$ cat src/rtl/kwu_pkg.sv
package kwu_pkg;
  typedef enum logic [1:0] {
    REG_PORT = 2'd0,
    REG_DIR  = 2'd1,
    REG_PULL = 2'd2,
    REG_FLAG = 2'd3
  } kwu_reg_e;
endpackage

$ cat src/rtl/kwu_sync.sv
module kwu_sync #(
  parameter int WIDTH  = 8,
  parameter int STAGES = 2
) (
  input  logic             clk_i,
  input  logic             rst_ni,
  input  logic [WIDTH-1:0] d_i,
  output logic [WIDTH-1:0] q_o
);
  logic [WIDTH-1:0] stage_q [STAGES];

  for (genvar g = 0; g < STAGES; g++) begin : g_stage
    logic [WIDTH-1:0] src;
    if (g == 0) begin : g_first
      assign src = d_i;
    end else begin : g_next
      assign src = stage_q[g-1];
    end
    // reset high: idle level of a pulled-up key row
    always_ff @(posedge clk_i or negedge rst_ni) begin
      if (!rst_ni) stage_q[g] <= '1;
      else         stage_q[g] <= src;
    end
  end

  assign q_o = stage_q[STAGES-1];
endmodule

$ cat src/rtl/kwu_port_regs.sv
module kwu_port_regs
  import kwu_pkg::*;
#(
  parameter int WIDTH = 8
) (
  input  logic             clk_i,
  input  logic             rst_ni,
  input  logic             we_i,
  input  kwu_reg_e         addr_i,
  input  logic [WIDTH-1:0] wdata_i,
  output logic [WIDTH-1:0] latch_o,
  output logic [WIDTH-1:0] dir_o,
  output logic [WIDTH-1:0] pull_o
);
  always_ff @(posedge clk_i or negedge rst_ni) begin
    if (!rst_ni) begin
      latch_o <= '0;
      dir_o   <= '0;
      pull_o  <= '0;
    end else if (we_i) begin
      case (addr_i)
        REG_PORT: latch_o <= wdata_i;
        REG_DIR:  dir_o   <= wdata_i;
        REG_PULL: pull_o  <= wdata_i;
        default:  ;
      endcase
    end
  end
endmodule

$ cat src/rtl/kwu_wake_detect.sv
module kwu_wake_detect #(
  parameter int WIDTH = 8
) (
  input  logic             clk_i,
  input  logic             rst_ni,
  input  logic [WIDTH-1:0] lvl_i,
  input  logic [WIDTH-1:0] dir_i,
  input  logic             clr_i,
  output logic             fall_o,
  output logic             flag_o
);
  logic and_now, and_q;

  // output-mode pins forced to 1 so they never pull the term low
  assign and_now = &(lvl_i | dir_i);
  assign fall_o  = and_q & ~and_now;

  always_ff @(posedge clk_i or negedge rst_ni) begin
    if (!rst_ni) begin
      and_q  <= 1'b1;
      flag_o <= 1'b0;
    end else begin
      and_q <= and_now;
      if (fall_o)     flag_o <= 1'b1;
      else if (clr_i) flag_o <= 1'b0;
    end
  end
endmodule

$ cat src/rtl/kwu_gpio_port.sv
module kwu_gpio_port
  import kwu_pkg::*;
#(
  parameter int WIDTH       = 8,
  parameter int SYNC_STAGES = 2
) (
  input  logic             clk_i,
  input  logic             rst_ni,
  input  logic             bus_we_i,
  input  logic [1:0]       bus_addr_i,
  input  logic [WIDTH-1:0] bus_wdata_i,
  output logic [WIDTH-1:0] bus_rdata_o,
  input  logic [WIDTH-1:0] pad_in_i,
  output logic [WIDTH-1:0] pad_oe_o,
  output logic [WIDTH-1:0] pad_out_o,
  output logic [WIDTH-1:0] pad_pu_o,
  output logic             key_irq_o
);
  kwu_reg_e         addr;
  logic [WIDTH-1:0] latch_q, dir_q, pull_q, lvl_sync;
  logic             flag_clr, key_fall, flag_q;

  assign addr = kwu_reg_e'(bus_addr_i);

  kwu_sync #(.WIDTH(WIDTH), .STAGES(SYNC_STAGES)) u_sync (
    .clk_i, .rst_ni, .d_i(pad_in_i), .q_o(lvl_sync)
  );

  kwu_port_regs #(.WIDTH(WIDTH)) u_regs (
    .clk_i, .rst_ni, .we_i(bus_we_i), .addr_i(addr), .wdata_i(bus_wdata_i),
    .latch_o(latch_q), .dir_o(dir_q), .pull_o(pull_q)
  );

  assign flag_clr = bus_we_i && (addr == REG_FLAG) && bus_wdata_i[0];

  kwu_wake_detect #(.WIDTH(WIDTH)) u_wake (
    .clk_i, .rst_ni, .lvl_i(lvl_sync), .dir_i(dir_q), .clr_i(flag_clr),
    .fall_o(key_fall), .flag_o(flag_q)
  );

  assign pad_oe_o  = dir_q;
  assign pad_out_o = latch_q;
  assign pad_pu_o  = pull_q & ~dir_q;
  assign key_irq_o = flag_q;

  always_comb begin
    case (addr)
      REG_PORT: bus_rdata_o = (latch_q & dir_q) | (lvl_sync & ~dir_q);
      REG_DIR:  bus_rdata_o = dir_q;
      REG_PULL: bus_rdata_o = pull_q;
      default:  bus_rdata_o = {{(WIDTH-1){1'b0}}, flag_q};
    endcase
  end
endmodule

$ cat config.mk
export PLATFORM = sky130hd
export DESIGN_NAME = kwu_gpio_port
export DESIGN_NICKNAME = d
export VERILOG_FILES = /design/src/rtl/kwu_pkg.sv /design/src/rtl/kwu_sync.sv /design/src/rtl/kwu_port_regs.sv /design/src/rtl/kwu_wake_detect.sv /design/src/rtl/kwu_gpio_port.sv
export SDC_FILE = /design/constraint.sdc
export NUM_CORES = 1
export LEC_CHECK = 0
export BUFFER_PORTS_ARGS = -buffer_cell sky130_fd_sc_hd__buf_2
export CORE_ASPECT_RATIO = 0.9
export CORE_MARGIN = 2
export CORE_UTILIZATION = 40
export CTS_BUF_LIST = sky130_fd_sc_hd__clkbuf_4
export CTS_CLUSTER_DIAMETER = 30
export DETAILED_ROUTE_END_ITERATION = 10
export GPL_TIMING_DRIVEN = 0
export PLACE_DENSITY = 0.66
export SLEW_MARGIN = 20
export SYNTH_ARGS = -nofsm -noshare
export SYNTH_HDL_FRONTEND = slang
export SYNTH_HIERARCHICAL = 1
export SYNTH_SLANG_ARGS = --single-unit
$ cat constraint.sdc
create_clock -name clk_i -period 2.1 [get_ports clk_i]
set_clock_uncertainty 0.15 [all_clocks]
set_input_delay 0.42 -clock clk_i [delete_from_list [all_inputs] [get_ports clk_i]]
set_output_delay 0.42 -clock clk_i [all_outputs]
set_load 0.05 [all_outputs]
==> results.sh, run 1 <==
export IMPL_finalMaxSlewViolations=0
export IMPL_io_pins=54
export IMPL_p_comb_share_pct=39.6
export IMPL_layout_worst_path_cycle_share_pct=98.7
export IMPL_num_nets_final=213
export IMPL_reg2reg_from="u_sync/q_o[0]"
export IMPL_clock_latency_ns=0.34
export IMPL_grt_pass1_vias=1272
export IMPL_vdd_drop_max_v=0.000584
export IMPL_critPathMaxFanout=2
export IMPL_grt_use_total_pct=17.6
export IMPL_vias=1288
export IMPL_worstHoldPathType="in -> async"
export IMPL_drtIter0Drc=44
export IMPL_row_count=22
export IMPL_core_um2=4160
export IMPL_seq_power_share_pct=44.6
export IMPL_r2r_slack_ns=0.73
export IMPL_pwr_density_cell_nw_per_um2=1010
export IMPL_slew_headroom_pct=40.7
export IMPL_syn_area_um2=1770
export IMPL_setup_violations=0
export IMPL_overflow=0
export IMPL_cp_required_ns=1.53
export IMPL_leakage_uw=0.00102
export IMPL_die_x_um=74.1
export IMPL_drtAntennaViolNets=0
export IMPL_crit_type="reg -> out"
export IMPL_path_cells="inv_2 > o31a_1 > o22ai_2 > buf_6"
export IMPL_power_switching_uw=994
export IMPL_crit_path_max_incr_delay_ns=0.56
export IMPL_initial_core_util_pct=42.5
export IMPL_tritoncts="built"
export IMPL_pwr_share_clk_pct=15.9
export IMPL_area_delta_synth_final_pct=31.6
export IMPL_cts_root_buffer="clkbuf_4"
export IMPL_fin_tns_setup_ns=0
export IMPL_htree_levels=2
export IMPL_hpwl_um=2750
export IMPL_drt_pre_antenna_iters=4
export IMPL_route_detailed_drc=0
export IMPL_r2r_end="u_wake/flag_o"
export IMPL_crit_path_end_kind="output pin"
export IMPL_syn_avg_cell_area_um2=14.1
export IMPL_grt_setup_unrepaired="true"
export IMPL_routedWlPerCell_um=15.5
export IMPL_grt_max_degree=43
export IMPL_r2r_cells=3
export IMPL_synth_cells=125
export IMPL_dieArea_um2=4970
export IMPL_cts_sinks=42
export IMPL_hold_viol_final=0
export IMPL_cts_path_max_buffers=2
export IMPL_cap_viol_max_count=0
export IMPL_routed_via_density=5.09
export IMPL_place_gp_congestion=0.812
export IMPL_die_h_um=67.1
export IMPL_tightest_slew_ns=0.890
export IMPL_syn_nets=146
export IMPL_cp_slowest_cell="dfstp_2"
export IMPL_clk_pin_slew_ns=0.13
export IMPL_hold_slack_ns=0.0270
export IMPL_period_minus_slack_ns=2.07
export IMPL_crit_path_start_kind="flip-flop"
export IMPL_nFillCells=366
export IMPL_cts_inserted_buffers=5
export IMPL_max_freq_mhz=482
export IMPL_synth_warnings=6
export IMPL_totalWireLength_um=3930
export IMPL_grt_antenna_before_repair=0
export IMPL_drive_above_1_share_pct=64.2
export IMPL_arrival_ns=1.50
export IMPL_status="finished clean"
export IMPL_portBuffers=53
export IMPL_antenna_cells=0
export IMPL_p_int_uw=1350
export IMPL_grt_pass1_wl_um=6400
export IMPL_switching_share_pct=42.4
[area by class of cell]
| class | instances | area (µm²) | area share (%) |
|---|---|---|---|
| Sequential cell | 42 | 1070 | 46.1 |
| Inverter | 4 | 17.5 | 0.753 |
| Clock buffer | 5 | 37.5 | 1.61 |
| Buffer | 4 | 48.8 | 2.10 |
| Clock inverter | 3 | 16.3 | 0.699 |
| Tap cell | 60 | 75.1 | 3.23 |
| Timing Repair Buffer | 60 | 378 | 16.2 |
| Multi-Input combinational cell | 75 | 682 | 29.3 |
[registers in the layout, summed over array words and instances, names as in the netlist]
register / flops
u_wake/and_q: 1
u_sync/q_o: 8
u_wake/flag_o: 1
u_regs/latch_o: 8
u_sync/g_stage.src: 8
u_regs/dir_o: 8
u_regs/pull_o: 8
[worst max-delay path by stage]
stage,end,cells past startpoint,startpoint
2_1_floorplan,bus_rdata_o[0],2,u_wake/flag_o
3_3_place_gp,bus_rdata_o[6],7,bus_addr_i[1]
3_5_place_dp,bus_rdata_o[4],7,bus_addr_i[1]
4_1_cts,bus_rdata_o[3],4,u_sync/q_o[3]
5_1_grt,bus_rdata_o[3],4,u_sync/q_o[3]
6_report,bus_rdata_o[3],4,u_sync/q_o[3]
[cells in the final DEF, fill, tap and decap left out, types with 2 or more instances in the layout]
master and count:
dfrtp_1 25, dlygate4sd3_1 7, mux2_2 24, nor3b_2 6, buf_2 45, nor2b_1 8, o211ai_1 6, buf_6 9
buf_4 2, clkbuf_4 5, a21oi_1 6, o21ai_2 6, o22ai_1 5, dfstp_2 17, nand3b_2 2, o21ai_1 2
inv_1 2
[power groups by stage]
stage | Clock (µW) | Combinational [µW] | Sequential [µW]
2_1_floorplan | 0 | 434 | 1270
6_report | 371 | 927 | 1040
5_1_grt | 424 | 973 | 1060
4_1_cts | 390 | 904 | 1040
3_3_place_gp | 0 | 868 | 1040
3_5_place_dp | 0 | 882 | 1050
[through the flow]
stage	total power [µW]	setup WS (ns)	util [%]	std cells	area (µm²)
after floorplan	1700	0.0384	-	125	1790
after global placement	1910	0.114	51.3	238	2130
after detailed placement	1930	0.104	51.3	238	2130
after CTS	2330	-0.0228	54.1	250	2250
after global routing	2460	-0.0654	56.0	253	2330
final	2340	0.0267	56.0	253	2330
[worst max-delay path, delay by kind of cell, from the launching register on]
kind / cells / cell delay, ns
AOI/OAI and AO/OA: 2 / 0.40
buffers and inverters: 2 / 0.21
DFF: 1 / 0.56
[per-layer routing]
metal	track usage (%)	vias up	share of wire [%]
met5	0	-	0
met4	5.45	0	0.31
met3	4.39	2	5.6
met2	27.1	44	48
met1	24.3	644	46
li1	-	598	-
[timing repair]
action / CTS / global route
pin swaps: 2 / 1
resized for setup: 8 / 17
buffers inserted: 0 / 0
hold buffers: 4 / 3
endpoints found under the setup margin: 4 / 8
endpoints found under the hold margin: 4 / 3
(Power assumes the default switching activity.)
==> run 2, diff against run 1 <==
==> constraint.sdc (replaced) <==
create_clock -name clk_i -period 2.1 [get_ports clk_i]
set_clock_uncertainty 0.15 [all_clocks]
set_input_delay 0.21 -clock clk_i [delete_from_list [all_inputs] [get_ports clk_i]]
set_output_delay 0.21 -clock clk_i [all_outputs]
set_load 0.05 [all_outputs]
==> run 2 against run 1 <==
  * Power up 4.6%
  * Cell count up 4.0%
  * Global-route usage down 0.50 points
  * Clock power up 40%
  * First-iteration DRC count up 57%
  * Routed wire length up 2.0%
==> results.sh, run 2 (same netlist as run 1, synthesis figures left out) <==
export IMPL_leakage_uw=0.00105
export IMPL_timing_final_ws_setup_ns=0.133
export IMPL_finalMaxSlewViolations=0
export IMPL_fin_tns_setup_ns=0
export IMPL_die_x_um=74.1
export IMPL_hold_viol_final=0
export IMPL_tritoncts="built"
export IMPL_grt_antenna_before_repair=0
export IMPL_cp_required_ns=1.74
export IMPL_hpwl_um=2780
export IMPL_cts_inserted_buffers=5
export IMPL_cts_root_buffer="clkbuf_4"
export IMPL_tightest_slew_ns=0.884
export IMPL_most_common_layout_cells="buf_2, dfrtp_1, mux2_2, dlygate4sd3_1, dfstp_2"
export IMPL_grt_use_total_pct=17.1
export IMPL_place_ws_ns=0.506
export IMPL_grt_max_degree=43
export IMPL_r2r_slack_ns=0.70
export IMPL_crit_path_end_kind="output pin"
export IMPL_drt_pre_antenna_iters=4
export IMPL_instances_no_fill=263
export IMPL_crit_end="bus_rdata_o[3]"
export IMPL_area_delta_synth_final_pct=33.5
export IMPL_dp_cells=238
export IMPL_num_nets_final=223
export IMPL_layout_worst_path_cycle_share_pct=93.7
export IMPL_pwr_density_cell_nw_per_um2=1040
export IMPL_drtAntennaViolNets=0
export IMPL_grt_setup_unrepaired="false"
export IMPL_max_freq_mhz=508
export IMPL_vias=1302
export IMPL_clock_latency_ns=0.34
export IMPL_routedWlPerCell_um=15.3
export IMPL_mostFrequentLayoutCell="buf_2"
export IMPL_slew_headroom_pct=41.1
export IMPL_drtIter0Drc=69
export IMPL_place_gp_congestion=0.772
export IMPL_row_count=22
export IMPL_dieArea_um2=4970
export IMPL_crit_path_start_kind="flip-flop"
export IMPL_core_um2=4160
export IMPL_route_detailed_drc=0
export IMPL_cts_setup_buffers=0
export IMPL_cts_sinks=42
export IMPL_htree_levels=2
export IMPL_crit_path_start="u_sync/q_o[3]"
export IMPL_initial_core_util_pct=42.5
export IMPL_reg2reg_from="u_sync/q_o[3]"
export IMPL_io_pins=54
export IMPL_drive_above_1_share_pct=55.2
export IMPL_cap_viol_max_count=0
export IMPL_grt_pass1_vias=1221
export IMPL_worstHoldPathType="in -> reg"
export IMPL_die_h_um=67.1
export IMPL_clk_pin_slew_ns=0.11
export IMPL_power_uw=2450
export IMPL_r2r_end="u_wake/flag_o"
export IMPL_setup_violations=0
export IMPL_vdd_drop_max_v=0.000524
export IMPL_period_minus_slack_ns=1.97
export IMPL_critPathMaxFanout=2
export IMPL_routed_via_density=4.95
export IMPL_overflow=0
export IMPL_grt_pass1_wl_um=6150
export IMPL_portBuffers=53
export IMPL_arrival_ns=1.61
export IMPL_antenna_cells=0
export IMPL_status="finished clean"
export IMPL_crit_type="reg -> out"
export IMPL_totalWireLength_um=4010
export IMPL_cts_path_max_buffers=2
export IMPL_r2r_cells=3
run 2: changes by cell type in the layout (fill, tap and decap cells not counted), sizes merged:
cell / before / now
dlygate4sd3: 7 / 17
bufinv: 0 / 1
clkinvlp: 1 / 0
clkinv: 2 / 0
clkbuf: 5 / 7
run 2: cell type report:
class / instances / area [µm²]
fill: 355 / 1800
sequential: 42 / 1070
multi-input combinational: 75 / 629
timing repair buffer: 70 / 435
tap: 60 / 75.1
clock buffer: 7 / 52.6
buffer: 4 / 48.8
clock inverter: 1 / 30.0
inverter: 4 / 17.5
run 2: critical path, cell delays in order (launching register included):
cell and delay (ns):
dfstp_2 0.55, inv_1 0.04, o31a_1 0.27, o22ai_2 0.13, buf_2 0.28
run 2: timing repair:
action	in CTS	in global routing
hold buffers	17	0
gates resized for setup	0	0
hold endpoints to repair	56	0
run 2: worst min-delay path by stage:
stage           startpoint                       end  slack (ns)  cells past startpoint
3_5_place_dp   pad_in_i[0]  u_sync/g_stage[1].src[0]        0.17                      1
4_1_cts           bus_we_i             u_wake/flag_o        0.17                      3
5_1_grt           bus_we_i             u_wake/flag_o        0.17                      3
2_1_floorplan       rst_ni           u_regs/dir_o[0]       -0.24                      0
6_report          bus_we_i             u_wake/flag_o        0.17                      3
3_3_place_gp   pad_in_i[4]  u_sync/g_stage[1].src[4]        0.17                      1
run 2: metrics by stage:
step                hold slack (ns)  util [%]  area [µm²]
detailed placement            0.166      50.7        2110
floorplan                    -0.236         -        1770
finish                        0.170      56.8        2360
global placement              0.166      50.7        2110
CTS                           0.166      56.8        2360
global route                  0.172      56.8        2360
run 2: layer usage:
layer | global-route usage, % | share of wire, %
met1 | 22.7 | 47
met2 | 27.1 | 47
met3 | 3.93 | 4.2
met4 | 6.36 | 1.2
met5 | 0 | 0
run 2: power by group:
group          switching (µW)  internal, µW  total, µW
clock network             241           279        520
registers                 106           937       1040
logic                     625           261        886
total                     973          1480       2450
==> run 3, diff against run 2 <==
--- a/config.mk
+++ b/config.mk
@@ -14,6 +14,7 @@
 export DETAILED_ROUTE_END_ITERATION = 10
 export GPL_TIMING_DRIVEN = 0
 export PLACE_DENSITY = 0.66
+export RECOVER_POWER = 100
 export SLEW_MARGIN = 20
 export SYNTH_ARGS = -nofsm -noshare
 export SYNTH_HDL_FRONTEND = slang
==> run 3 against run 2 <==
  * Register-to-register slack got worse by 0.11 ns
  * Combinational power fell by 4.0%
  * Die area did not move
  * Sequential power barely moved
  * Worst hold slack lost 0.026 ns
  * Cell count is the same
  * Fmax shrank 0.97%
  * Worst setup slack got worse by 0.019 ns
  * Via count fell by 0.15%
  * Critical path type unchanged
  * Largest cell class unchanged
  * Largest power group unchanged
==> results.sh, run 3 (same netlist as run 1, synthesis figures left out) <==
export IMPL_grt_max_degree=43
export IMPL_max_freq_mhz=503
export IMPL_cts_sinks=42
export IMPL_met1_length_um=1840
export IMPL_core_um2=4160
export IMPL_status="finished clean"
export IMPL_io_pins=54
export IMPL_met3RoutedLength_um=220
export IMPL_drive_above_1_share_pct=39.4
export IMPL_most_common_layout_cells="clkbuf_1, dfrtp_1, mux2_2, dlygate4sd3_1"
export IMPL_worstHoldPathType="in -> reg"
export IMPL_routed_via_density=4.94
export IMPL_crit_end="bus_rdata_o[3]"
export IMPL_setup_violations=0
export IMPL_cp_required_ns=1.74
export IMPL_placed_area_um2=2110
export IMPL_place_gp_congestion=0.772
export IMPL_cap_viol_max_count=0
export IMPL_clk_pin_slew_ns=0.12
export IMPL_die_h_um=67.1
export IMPL_period_minus_slack_ns=1.99
export IMPL_num_nets_final=223
export IMPL_fin_tns_setup_ns=0
export IMPL_wl_met2_um=1890
export IMPL_pwr_density_cell_nw_per_um2=1050
export IMPL_drtAntennaViolNets=0
export IMPL_grt_setup_unrepaired="false"
export IMPL_antenna_cells=0
export IMPL_r2r_cells=3
export IMPL_final_cell_area_um2=2310
export IMPL_tightest_slew_ns=0.992
export IMPL_slew_headroom_pct=33.9
export IMPL_finalMaxSlewViolations=0
export IMPL_r2r_end="u_wake/flag_o"
export IMPL_die_x_um=74.1
export IMPL_layout_worst_path_cycle_share_pct=94.6
export IMPL_final_util_pct=55.5
export IMPL_crit_path_start_kind="flip-flop"
export IMPL_multiInputGateArea_um2=609
export IMPL_cts_path_max_buffers=2
export IMPL_area_delta_synth_final_pct=30.4
export IMPL_grt_antenna_before_repair=0
export IMPL_vdd_drop_max_v=0.000511
export IMPL_cts_root_buffer="clkbuf_4"
export IMPL_cts_inserted_buffers=5
export IMPL_grt_pass1_vias=1221
export IMPL_crit_path_end_kind="output pin"
export IMPL_drtIter0Drc=60
export IMPL_hpwl_um=2780
export IMPL_leakage_uw=0.000950
export IMPL_grt_pass1_wl_um=6150
export IMPL_initial_core_util_pct=42.5
export IMPL_grt_use_total_pct=17.1
export IMPL_nFillCells=368
export IMPL_hold_viol_final=0
export IMPL_r2r_slack_ns=0.59
export IMPL_hold_slack_ns=0.143
export IMPL_totalWireLength_um=4000
export IMPL_tritoncts="built"
export IMPL_crit_type="reg -> out"
export IMPL_drt_pre_antenna_iters=4
export IMPL_vias=1300
export IMPL_crit_path_start="u_sync/q_o[3]"
export IMPL_route_detailed_drc=0
export IMPL_critPathMaxFanout=2
export IMPL_top_layer_used="met4"
export IMPL_htree_levels=2
export IMPL_cts_setup_buffers=0
export IMPL_regArea_um2=1070
export IMPL_dieArea_um2=4970
export IMPL_row_count=22
export IMPL_reg2reg_from="u_sync/q_o[3]"
export IMPL_overflow=0
export IMPL_portBuffers=53
export IMPL_mostFrequentLayoutCell="clkbuf_1"
export IMPL_clock_latency_ns=0.34
export IMPL_arrival_ns=1.63
export IMPL_routedWlPerCell_um=15.2
[run 3: cell type report]
class                   count  area share (%)
plain buffers               4            2.12
well taps                  60            3.26
clock buffers               7            2.28
flip-flops and latches     42            46.5
inverters                   4           0.760
multi-input cells          75            26.4
repair buffers             70            17.4
clock inverters             1            1.30
[run 3: stage by stage]
| step | std cells | total power, µW | setup slack, ns |
|---|---|---|---|
| 2_1_floorplan | 125 | 1690 | 0.149 |
| 3_3_place_gp | 238 | 1900 | 0.511 |
| 3_5_place_dp | 238 | 1930 | 0.506 |
| 4_1_cts | 263 | 2470 | 0.113 |
| 5_1_grt | 263 | 2520 | 0.0230 |
| 6_report | 263 | 2420 | 0.114 |
[run 3: routing by layer]
metal | vias up | global-route usage, %
li1 | 606 | -
met1 | 642 | 22.7
met2 | 45 | 27.1
met3 | 7 | 3.93
met4 | 0 | 6.36
met5 | - | 0
[run 3: repair_timing]
action	CTS	global route
hold endpoints to repair	56	0
gates resized for setup	0	0
hold buffers	17	0
endpoints found under the setup margin	0	0
[run 3: how the worst min path moves through the flow]
| stage | slack (ns) | cells after the start | from | end |
|---|---|---|---|---|
| 3_5_place_dp | 0.17 | 1 | pad_in_i[0] | u_sync/g_stage[1].src[0] |
| 4_1_cts | 0.17 | 3 | bus_we_i | u_wake/flag_o |
| 5_1_grt | 0.15 | 3 | bus_we_i | u_wake/flag_o |
| 2_1_floorplan | -0.24 | 0 | rst_ni | u_regs/dir_o[0] |
| 3_3_place_gp | 0.17 | 1 | pad_in_i[4] | u_sync/g_stage[1].src[4] |
| 6_report | 0.14 | 3 | bus_we_i | u_wake/flag_o |
[run 3: where the power goes]
| group | switching, µW | internal [µW] | leakage (µW) | total, µW |
|---|---|---|---|---|
| registers | 108 | 936 | 0.000473 | 1040 |
| logic | 623 | 228 | 0.000430 | 851 |
| clock network | 242 | 279 | 0.0000463 | 520 |
[run 3: worst max-delay path, stage by stage, from the launching register on]
cell	delay [ns]
dfstp_1	0.55
inv_1	0.04
o31a_1	0.27
o22ai_2	0.14
clkbuf_2	0.29
